### config.mk
export PLATFORM = sky130hd
export DESIGN_NAME = ssr_status_reg
export DESIGN_NICKNAME = d
export VERILOG_FILES = /design/src/rtl/ssr_pkg.sv /design/src/rtl/ssr_flag_bank.sv /design/src/rtl/ssr_word_store.sv /design/src/rtl/ssr_mode_notify.sv /design/src/rtl/ssr_status_reg.sv
export SDC_FILE = /design/constraint.sdc
export NUM_CORES = 1
export LEC_CHECK = 0
export BUFFER_PORTS_ARGS = -buffer_cell sky130_fd_sc_hd__buf_2
export CAP_MARGIN = 20
export CORE_UTILIZATION = 24
export CTS_CLUSTER_DIAMETER = 150
export CTS_CLUSTER_SIZE = 12
export DETAILED_ROUTE_END_ITERATION = 6
export PLACE_DENSITY = 0.59
export RECOVER_POWER = 50
export SLEW_MARGIN = 15
export SYNTH_ARGS = -nofsm -noshare
export SYNTH_HDL_FRONTEND = slang
export SYNTH_SLANG_ARGS = --single-unit
export TNS_END_PERCENT = 10
### constraint.sdc
create_clock -name clk -period 1.6 [get_ports clk]
set_input_delay 0.08 -clock clk [delete_from_list [all_inputs] [get_ports clk]]
set_output_delay 0.08 -clock clk [all_outputs]
set_load 0.01 [all_outputs]
### src/rtl/ssr_pkg.sv
package ssr_pkg;
  localparam int WORD_W = 32;
  localparam int FLAG_W = 4;
  localparam int MODE_W = 5;
  localparam int BODY_W = WORD_W - FLAG_W;

  typedef logic [WORD_W-1:0] word_t;

  typedef struct packed {
    logic neg;
    logic zero;
    logic carry;
    logic ovf;
  } flags_t;

  localparam word_t FLAG_MASK = {{FLAG_W{1'b1}}, {BODY_W{1'b0}}};
  localparam word_t MODE_MASK = {{(WORD_W-MODE_W){1'b0}}, {MODE_W{1'b1}}};

  // Bitwise merge under a mask.
  function automatic word_t merge_bits(word_t old_w, word_t val_w, word_t msk_w);
    return (old_w & ~msk_w) | (val_w & msk_w);
  endfunction

  // True when a masked write alters the mode field.
  function automatic logic mode_delta(word_t old_w, word_t val_w, word_t msk_w);
    return |((old_w ^ val_w) & msk_w & MODE_MASK);
  endfunction

  // Read view: flags ORed over the stored word.
  function automatic word_t pack_read(flags_t f, word_t s);
    return {f, {BODY_W{1'b0}}} | s;
  endfunction
endpackage

### src/rtl/ssr_flag_bank.sv
module ssr_flag_bank
  import ssr_pkg::*;
(
  input  logic   clk,
  input  logic   rst_n,
  input  logic   sw_we,
  input  flags_t sw_flags,
  input  logic   alu_we,
  input  flags_t alu_flags,
  output flags_t flags_q,
  output logic   flag_upd
);
  flags_t flags_d;

  always_comb begin
    flags_d = flags_q;
    if (alu_we)      flags_d = alu_flags;
    else if (sw_we)  flags_d = sw_flags;
  end

  assign flag_upd = alu_we | sw_we;

  always_ff @(posedge clk) begin
    if (!rst_n) flags_q <= '0;
    else        flags_q <= flags_d;
  end

  // ALU load wins
  a_r7_alu_priority: assert property (@(posedge clk) disable iff (!rst_n)
    alu_we |=> flags_q == $past(alu_flags));
  // software flag load when ALU idle
  a_r3_sw_load: assert property (@(posedge clk) disable iff (!rst_n)
    (sw_we && !alu_we) |=> flags_q == $past(sw_flags));
  // flags hold without a load
  a_r2_flags_hold: assert property (@(posedge clk) disable iff (!rst_n)
    !flag_upd |=> $stable(flags_q));
endmodule

### src/rtl/ssr_word_store.sv
module ssr_word_store
  import ssr_pkg::*;
(
  input  logic  clk,
  input  logic  rst_n,
  input  logic  we,
  input  word_t value,
  input  word_t mask,
  output word_t store_q,
  output logic  mode_hit,
  output logic [MODE_W-1:0] new_mode
);
  word_t eff_mask;
  word_t store_d;

  assign eff_mask = mask & ~FLAG_MASK;
  assign store_d  = merge_bits(store_q, value, eff_mask);
  assign mode_hit = we && mode_delta(store_q, value, eff_mask);
  assign new_mode = store_d[MODE_W-1:0];

  always_ff @(posedge clk) begin
    if (!rst_n)  store_q <= '0;
    else if (we) store_q <= store_d;
  end

  // idle port leaves storage alone
  a_r8_idle_hold: assert property (@(posedge clk) disable iff (!rst_n)
    !we |=> $stable(store_q));
  // unmasked bits keep their value
  a_r5_masked_keep: assert property (@(posedge clk) disable iff (!rst_n)
    we |=> ((store_q ^ $past(store_q)) & ~$past(mask)) == '0);
  // flag positions never stored
  a_r4_top_clear: assert property (@(posedge clk) disable iff (!rst_n)
    (store_q & FLAG_MASK) == '0);
endmodule

### src/rtl/ssr_mode_notify.sv
module ssr_mode_notify
  import ssr_pkg::*;
(
  input  logic              clk,
  input  logic              rst_n,
  input  logic              hit,
  input  logic [MODE_W-1:0] mode_in,
  output logic              valid_q,
  output logic [MODE_W-1:0] mode_q
);
  always_ff @(posedge clk) begin
    if (!rst_n) begin
      valid_q <= 1'b0;
      mode_q  <= '0;
    end else begin
      valid_q <= hit;
      if (hit) mode_q <= mode_in;
    end
  end

  // request follows a detected change
  a_r6_pulse_on_hit: assert property (@(posedge clk) disable iff (!rst_n)
    hit |=> valid_q && mode_q == $past(mode_in));
  // no request without a change
  a_r6_quiet: assert property (@(posedge clk) disable iff (!rst_n)
    !hit |=> !valid_q);
endmodule

### src/rtl/ssr_status_reg.sv
module ssr_status_reg
  import ssr_pkg::*;
(
  input  logic              clk,
  input  logic              rst_n,
  input  logic              wr_en,
  input  logic [WORD_W-1:0] wr_value,
  input  logic [WORD_W-1:0] wr_mask,
  input  logic              alu_flag_we,
  input  logic [FLAG_W-1:0] alu_flags,
  output logic [WORD_W-1:0] rd_value,
  output logic              mode_chg_valid,
  output logic [MODE_W-1:0] mode_chg_mode
);
  logic   sw_flag_sel;
  flags_t flags_q;
  logic   flag_upd;
  word_t  store_q;
  logic   mode_hit;
  logic [MODE_W-1:0] new_mode;

  assign sw_flag_sel = wr_en && (|(wr_mask & FLAG_MASK));

  ssr_flag_bank u_flags (
    .clk(clk), .rst_n(rst_n),
    .sw_we(sw_flag_sel), .sw_flags(flags_t'(wr_value[WORD_W-1 -: FLAG_W])),
    .alu_we(alu_flag_we), .alu_flags(flags_t'(alu_flags)),
    .flags_q(flags_q), .flag_upd(flag_upd)
  );

  ssr_word_store u_store (
    .clk(clk), .rst_n(rst_n), .we(wr_en), .value(wr_value), .mask(wr_mask),
    .store_q(store_q), .mode_hit(mode_hit), .new_mode(new_mode)
  );

  ssr_mode_notify u_notify (
    .clk(clk), .rst_n(rst_n), .hit(mode_hit), .mode_in(new_mode),
    .valid_q(mode_chg_valid), .mode_q(mode_chg_mode)
  );

  assign rd_value = pack_read(flags_q, store_q);

  // request mode matches visible mode field
  a_r6_mode_visible: assert property (@(posedge clk) disable iff (!rst_n)
    mode_chg_valid |-> rd_value[MODE_W-1:0] == mode_chg_mode);
  // top nibble of the read equals the flags
  a_r2_pack_top: assert property (@(posedge clk) disable iff (!rst_n)
    rd_value[WORD_W-1 -: FLAG_W] == flags_q);
endmodule

---- Yosys cells after proc, flatten, opt, wreduce, memory -nomap -nowiden ----
Index checks and enable logic that the tools add are counted.
storage, ports and cells
  register bits ........................... 42
  bits of input ports ..................... 72
  output and inout port bits .............. 38
  logic and storage cells ................. 21
cells by class
  mux-type cells .......................... 2
  bitwise logic cells ..................... 7
  reductions and logical operators ........ 5
operators by type and width
  cell                   count
  bitwise OR 32 bit      2
  AND 32 x 28 -> 32 bit  1
  AND 32 bit             1
  NOT 28 -> 32 bit       1
  two-way mux 4 bit      2
  AND 5 bit              1
  OR reduction 5 bit     1
  XOR 5 bit              1
  OR reduction 4 bit     1
  logical AND 1 bit      2
  nonzero test 2 bit     1

---- Depth between registers and ports, before layout ----
  depth after elaboration ................. 4
  gate-level depth with buffers ........... 5
  mapped depth without buffers ............ 4

---- By module ----
A second synthesis with hierarchy kept.
unflattened totals
  cell total of the unflattened synthesis .. 196
  area, all modules ....................... 1,771.7 um^2
modules (own cells, without submodules)
  module           instances  cells each  area each (um^2)  seq. area each (um^2)
  ssr_word_store   1          156         1,318.8           560.5
  ssr_mode_notify  1          18          220.2             120.1
  ssr_flag_bank    1          17          196.4             80.1
  ssr_status_reg   1          5           36.3              0.0

---- Worst setup path before layout ----
Ideal clock, no wire load.
  kind .................................... reg-to-reg
  start point ............................. register u_store.store_q[2]
  end point ............................... register u_notify.mode_q[0]
  library setup time ...................... 0.133 ns
  data arrival time ....................... 1.430 ns
  slack ................................... 0.037 ns
  cell stages (with the launch flop) ...... 5
  buffers on the path ..................... 0
  cells stage by stage .................... dfxtp_1 > xor2_1 > a222oi_1 > a21bo_2 > a211oi_1
between the ends
  cells in the longest elaborated chain, start to end .. 4
ends and longest elaborated chain
  item                      RTL line               source
  start: declaration        ssr_word_store.sv:9    output word_t store_q,
  start signal: assignment  ssr_word_store.sv:23   else if (we) store_q <= store_d;
  XOR 5 bit                 ssr_pkg.sv:26          return |((old_w ^ val_w) & msk_w & MODE_MASK);
  AND 5 bit                 ssr_pkg.sv:26
  OR reduction 5 bit        ssr_pkg.sv:26
  logical AND 1 bit         ssr_word_store.sv:18   assign mode_hit = we && mode_delta(store_q, value, eff_mask);
  end signal: assignment    ssr_mode_notify.sv:17  if (hit) mode_q <= mode_in;
  end: declaration          ssr_mode_notify.sv:9   output logic [MODE_W-1:0] mode_q
Every way passes these cells.
A chain may end at the register's enable or synchronous reset.

---- Worst setup path in the final report ----
  start point ............................. register u_store.store_q[2]
  end point ............................... register u_notify.mode_q[3]
Same word-level chain as after synthesis.

==> metrics.txt <==
# TYPE chip_impl_metric gauge
chip_impl_metric{name="routabilityCongestion",unit=""} 0.686
chip_impl_info{name="mostFrequentLayoutCell",value="sky130_fd_sc_hd__buf_2"} 1
chip_impl_info{name="cts_tree",value="yes"} 1
chip_impl_info{name="timing.hold.worst.class",value="input port to flip-flop"} 1
chip_impl_metric{name="power_per_cell_area",unit="nW/µm²"} 942
chip_impl_metric{name="fin_skew",unit="ns"} 0.00254
chip_impl_metric{name="relSlewSlack",unit="%"} 46.0
chip_impl_metric{name="core_area",unit="µm²"} 6460
chip_impl_metric{name="top_level_i_o_count",unit=""} 110
chip_impl_metric{name="synth.net_count",unit=""} 282
chip_impl_metric{name="clockBufferDepth",unit=""} 2
chip_impl_metric{name="floorplan.initialDensity",unit="%"} 25.4
chip_impl_info{name="critPathKind",value="flip-flop to flip-flop"} 1
chip_impl_metric{name="detail_route.wirelength",unit="mm"} 4.40
chip_impl_metric{name="worst_margin_pin_slew",unit="ns"} 0.809
chip_impl_metric{name="setup_total_negative_slack",unit="ns"} 0
chip_impl_metric{name="tot_gr_track_use",unit="%"} 12.1
chip_impl_metric{name="final_min_period_over_clock_period",unit="%"} 89.8
chip_impl_info{name="outcome",value="finished, violations left"} 1
chip_impl_metric{name="finalHoldViolations",unit=""} 0
chip_impl_metric{name="drt_first_iter_violations",unit=""} 59
chip_impl_metric{name="vias",unit=""} 1801
chip_impl_metric{name="drt_drc_violations_left",unit=""} 7
chip_impl_info{name="yosys-top-cells-area",value="sky130_fd_sc_hd__dfxtp_1 46%, sky130_fd_sc_hd__nand2_1 14%, sky130_fd_sc_hd__a21oi_1 10%"} 1
chip_impl_metric{name="post_synth_num_cell_types",unit=""} 16
chip_impl_metric{name="detailed_place.area",unit="µm²"} 2280
chip_impl_metric{name="total_clock_buffers_created_by_cts",unit=""} 5
chip_impl_metric{name="vdd.ir_drop.worst",unit="V"} 0.000357
chip_impl_metric{name="count_of_final_setup_violators",unit=""} 0
chip_impl_metric{name="finalWorstPathRequiredPeriod",unit="ns"} 1.44
chip_impl_metric{name="hold_slack_final",unit="ns"} 0.0384
chip_impl_metric{name="ant_diodes",unit=""} 0
chip_impl_metric{name="detailed_place_hpwl",unit="mm"} 3.26
chip_impl_metric{name="routedWlPerCell",unit="µm"} 11.1
chip_impl_metric{name="achievable-frequency",unit="MHz"} 696
chip_impl_info{name="crit_path_start_kind",value="flip-flop"} 1
chip_impl_metric{name="number_of_routed_nets_with_antenna_violations",unit=""} 0
chip_impl_metric{name="grt_max_degree",unit=""} 39
chip_impl_info{name="critPathCaptureType",value="flip-flop"} 1
chip_impl_metric{name="die-area",unit="µm²"} 7160
chip_impl_info{name="grt_setup_unrepaired",value="false"} 1
chip_impl_metric{name="synth-seq-area-share",unit="%"} 46.4
chip_impl_metric{name="gr-total-overflow",unit=""} 0
chip_impl_metric{name="drive_gt1_share",unit="%"} 35.3
chip_impl_metric{name="critPathRequiredTime",unit="ns"} 1.75
chip_impl_metric{name="io_buffer_count",unit=""} 109
chip_impl_metric{name="post_cts_buffers",unit=""} 0
chip_impl_metric{name="vias_per_cell",unit=""} 4.54
chip_impl_metric{name="fp.dieH",unit="µm"} 84.6
chip_impl_metric{name="design.final.nets",unit=""} 392
chip_impl_metric{name="final_design_utilization",unit="%"} 36.6
chip_impl_metric{name="non_filler_cell_area_final",unit="µm²"} 2360
chip_impl_metric{name="netlist_area",unit="µm²"} 1640
chip_impl_metric{name="syn-mean-instance-area",unit="µm²"} 7.80
chip_impl_metric{name="drv.max_cap_violation_count",unit=""} 0
chip_impl_metric{name="critical_path_arrival",unit="ns"} 1.59
chip_impl_metric{name="leakage",unit="nW"} 1.13
chip_impl_metric{name="clkSinkCount",unit=""} 38
chip_impl_metric{name="cp_max_fo",unit=""} 6
chip_impl_metric{name="cts_repair_resize_count",unit=""} 0
chip_impl_metric{name="worst_skew_pair.late_latency",unit="ns"} 0.28
chip_impl_metric{name="syn2layout_area_growth",unit="%"} 44.3
chip_impl_metric{name="synth_top_area_share",unit="%"} 46.4
chip_impl_metric{name="placementRows",unit=""} 29
chip_impl_info{name="clock_tree.root_cell",value="sky130_fd_sc_hd__clkbuf_8"} 1
chip_impl_metric{name="total_of_flip_flops_plus_latches_after_synthesis",unit=""} 38
chip_impl_info{name="failing_checks",value="DRC"} 1
chip_impl_metric{name="yosys_warnings",unit=""} 0
chip_impl_metric{name="grt_pass1_wl",unit="mm"} 6.86
chip_impl_metric{name="grt_antenna_before_repair",unit=""} 0
chip_impl_metric{name="synthesized_instance_count",unit=""} 210
chip_impl_metric{name="dieWidth",unit="µm"} 84.6
chip_impl_metric{name="worst_setup_hold_path_clk_slew",unit="ns"} 0.07
chip_impl_info{name="commonest_cells_after_routing_fill_and_taps_aside",value="98 x sky130_fd_sc_hd__buf_2, 61 x sky130_fd_sc_hd__nand2_1, 38 x sky130_fd_sc_hd__dfxtp_1"} 1
chip_impl_metric{name="cts.hold.buffers_added",unit=""} 0
chip_impl_metric{name="final_max_slew_viol_count",unit=""} 0
chip_impl_metric{name="detailedRoute.firstPassIterationCount",unit=""} 7
chip_impl_metric{name="cts-htree-levels",unit=""} 2
chip_impl_metric{name="grt_pass1_vias",unit=""} 1556
chip_impl_info{name="largest_area_contributor_in_the_synthesized_netlist",value="sky130_fd_sc_hd__dfxtp_1"} 1
## report_power, final
| part | switching [mW] | internal, mW | total, mW |
|---|---|---|---|
| Clock | 0.333 | 0.499 | 0.832 |
| Combinational | 0.195 | 0.172 | 0.367 |
| Sequential | 0.0279 | 0.999 | 1.03 |
## cell usage after synthesis
cell type,count
sky130_fd_sc_hd__a211oi_1,5
sky130_fd_sc_hd__nor2_1,5
sky130_fd_sc_hd__mux2i_1,9
sky130_fd_sc_hd__inv_1,6
sky130_fd_sc_hd__nand3_1,28
sky130_fd_sc_hd__mux2_2,4
sky130_fd_sc_hd__a21oi_2,1
sky130_fd_sc_hd__or4_1,1
sky130_fd_sc_hd__a222oi_1,1
sky130_fd_sc_hd__a21bo_2,1
sky130_fd_sc_hd__nand2_1,61
sky130_fd_sc_hd__xor2_1,5
sky130_fd_sc_hd__a21oi_1,33
sky130_fd_sc_hd__a22oi_1,1
sky130_fd_sc_hd__clkbuf_1,11
sky130_fd_sc_hd__dfxtp_1,38
## final timing paths
| path | slack (ns) | to | cells after the start | startpoint |
|---|---|---|---|---|
| setup / recovery | 0.16 | u_notify.mode_q[3]$_SDFFE_PN0P_ | 5 | u_store.store_q[2]$_SDFFE_PN0P_ |
| hold / removal | 0.04 | flip-flop | 3 | wr_value[27] |
| setup reg to reg | 0.16 | u_notify.mode_q[3]$_SDFFE_PN0P_ | 5 | u_store.store_q[2]$_SDFFE_PN0P_ |
| hold reg to reg | 0.45 | flip-flop | 2 | flip-flop |
## logic make-up (layout without fill, tap and decap cells)
logic type	after synthesis	in the layout	share of synthesized area (%)
AO/OA/AOI/OAI	42	42	14.6
XOR/XNOR	5	5	2.67
buffers and inverters	17	127	3.90
flip-flops	38	38	46.4
multiplexers	13	13	8.25
AND/OR/NAND/NOR	95	95	24.1
## metal layers
metal | global-route usage, % | share of wire [%]
met1 | 14.3 | 45
met4 | 4.62 | 0.95
met2 | 20.3 | 45
met5 | 0 | 0
met3 | 4.33 | 9.6
## layout make-up
| type | count | area [µm²] |
|---|---|---|
| multi-input cells | 155 | 813 |
| clock buffers | 6 | 82.6 |
| flip-flops and latches | 38 | 761 |
| fillers | 701 | 4100 |
| clock inverters | 1 | 30.0 |
| well taps | 77 | 96.3 |
| repair buffers | 114 | 558 |
| inverters | 6 | 22.5 |
## metrics by stage
step                      instances  power [mW]  setup slack, ns
after floorplan                 210        1.23           0.0368
after global placement          390        1.42            0.184
after detailed placement        390        1.43            0.173
after CTS                       397        2.28            0.159
after global routing            397        2.36           0.0362
final                           397        2.23            0.163
## critical path, cell delays in order (launching register included)
cell	delay, ns
sky130_fd_sc_hd__dfxtp_1	0.34
sky130_fd_sc_hd__xor2_1	0.17
sky130_fd_sc_hd__a222oi_1	0.33
sky130_fd_sc_hd__buf_4	0.19
sky130_fd_sc_hd__a21bo_2	0.19
sky130_fd_sc_hd__a211oi_1	0.09
(Power assumes the default switching activity.)
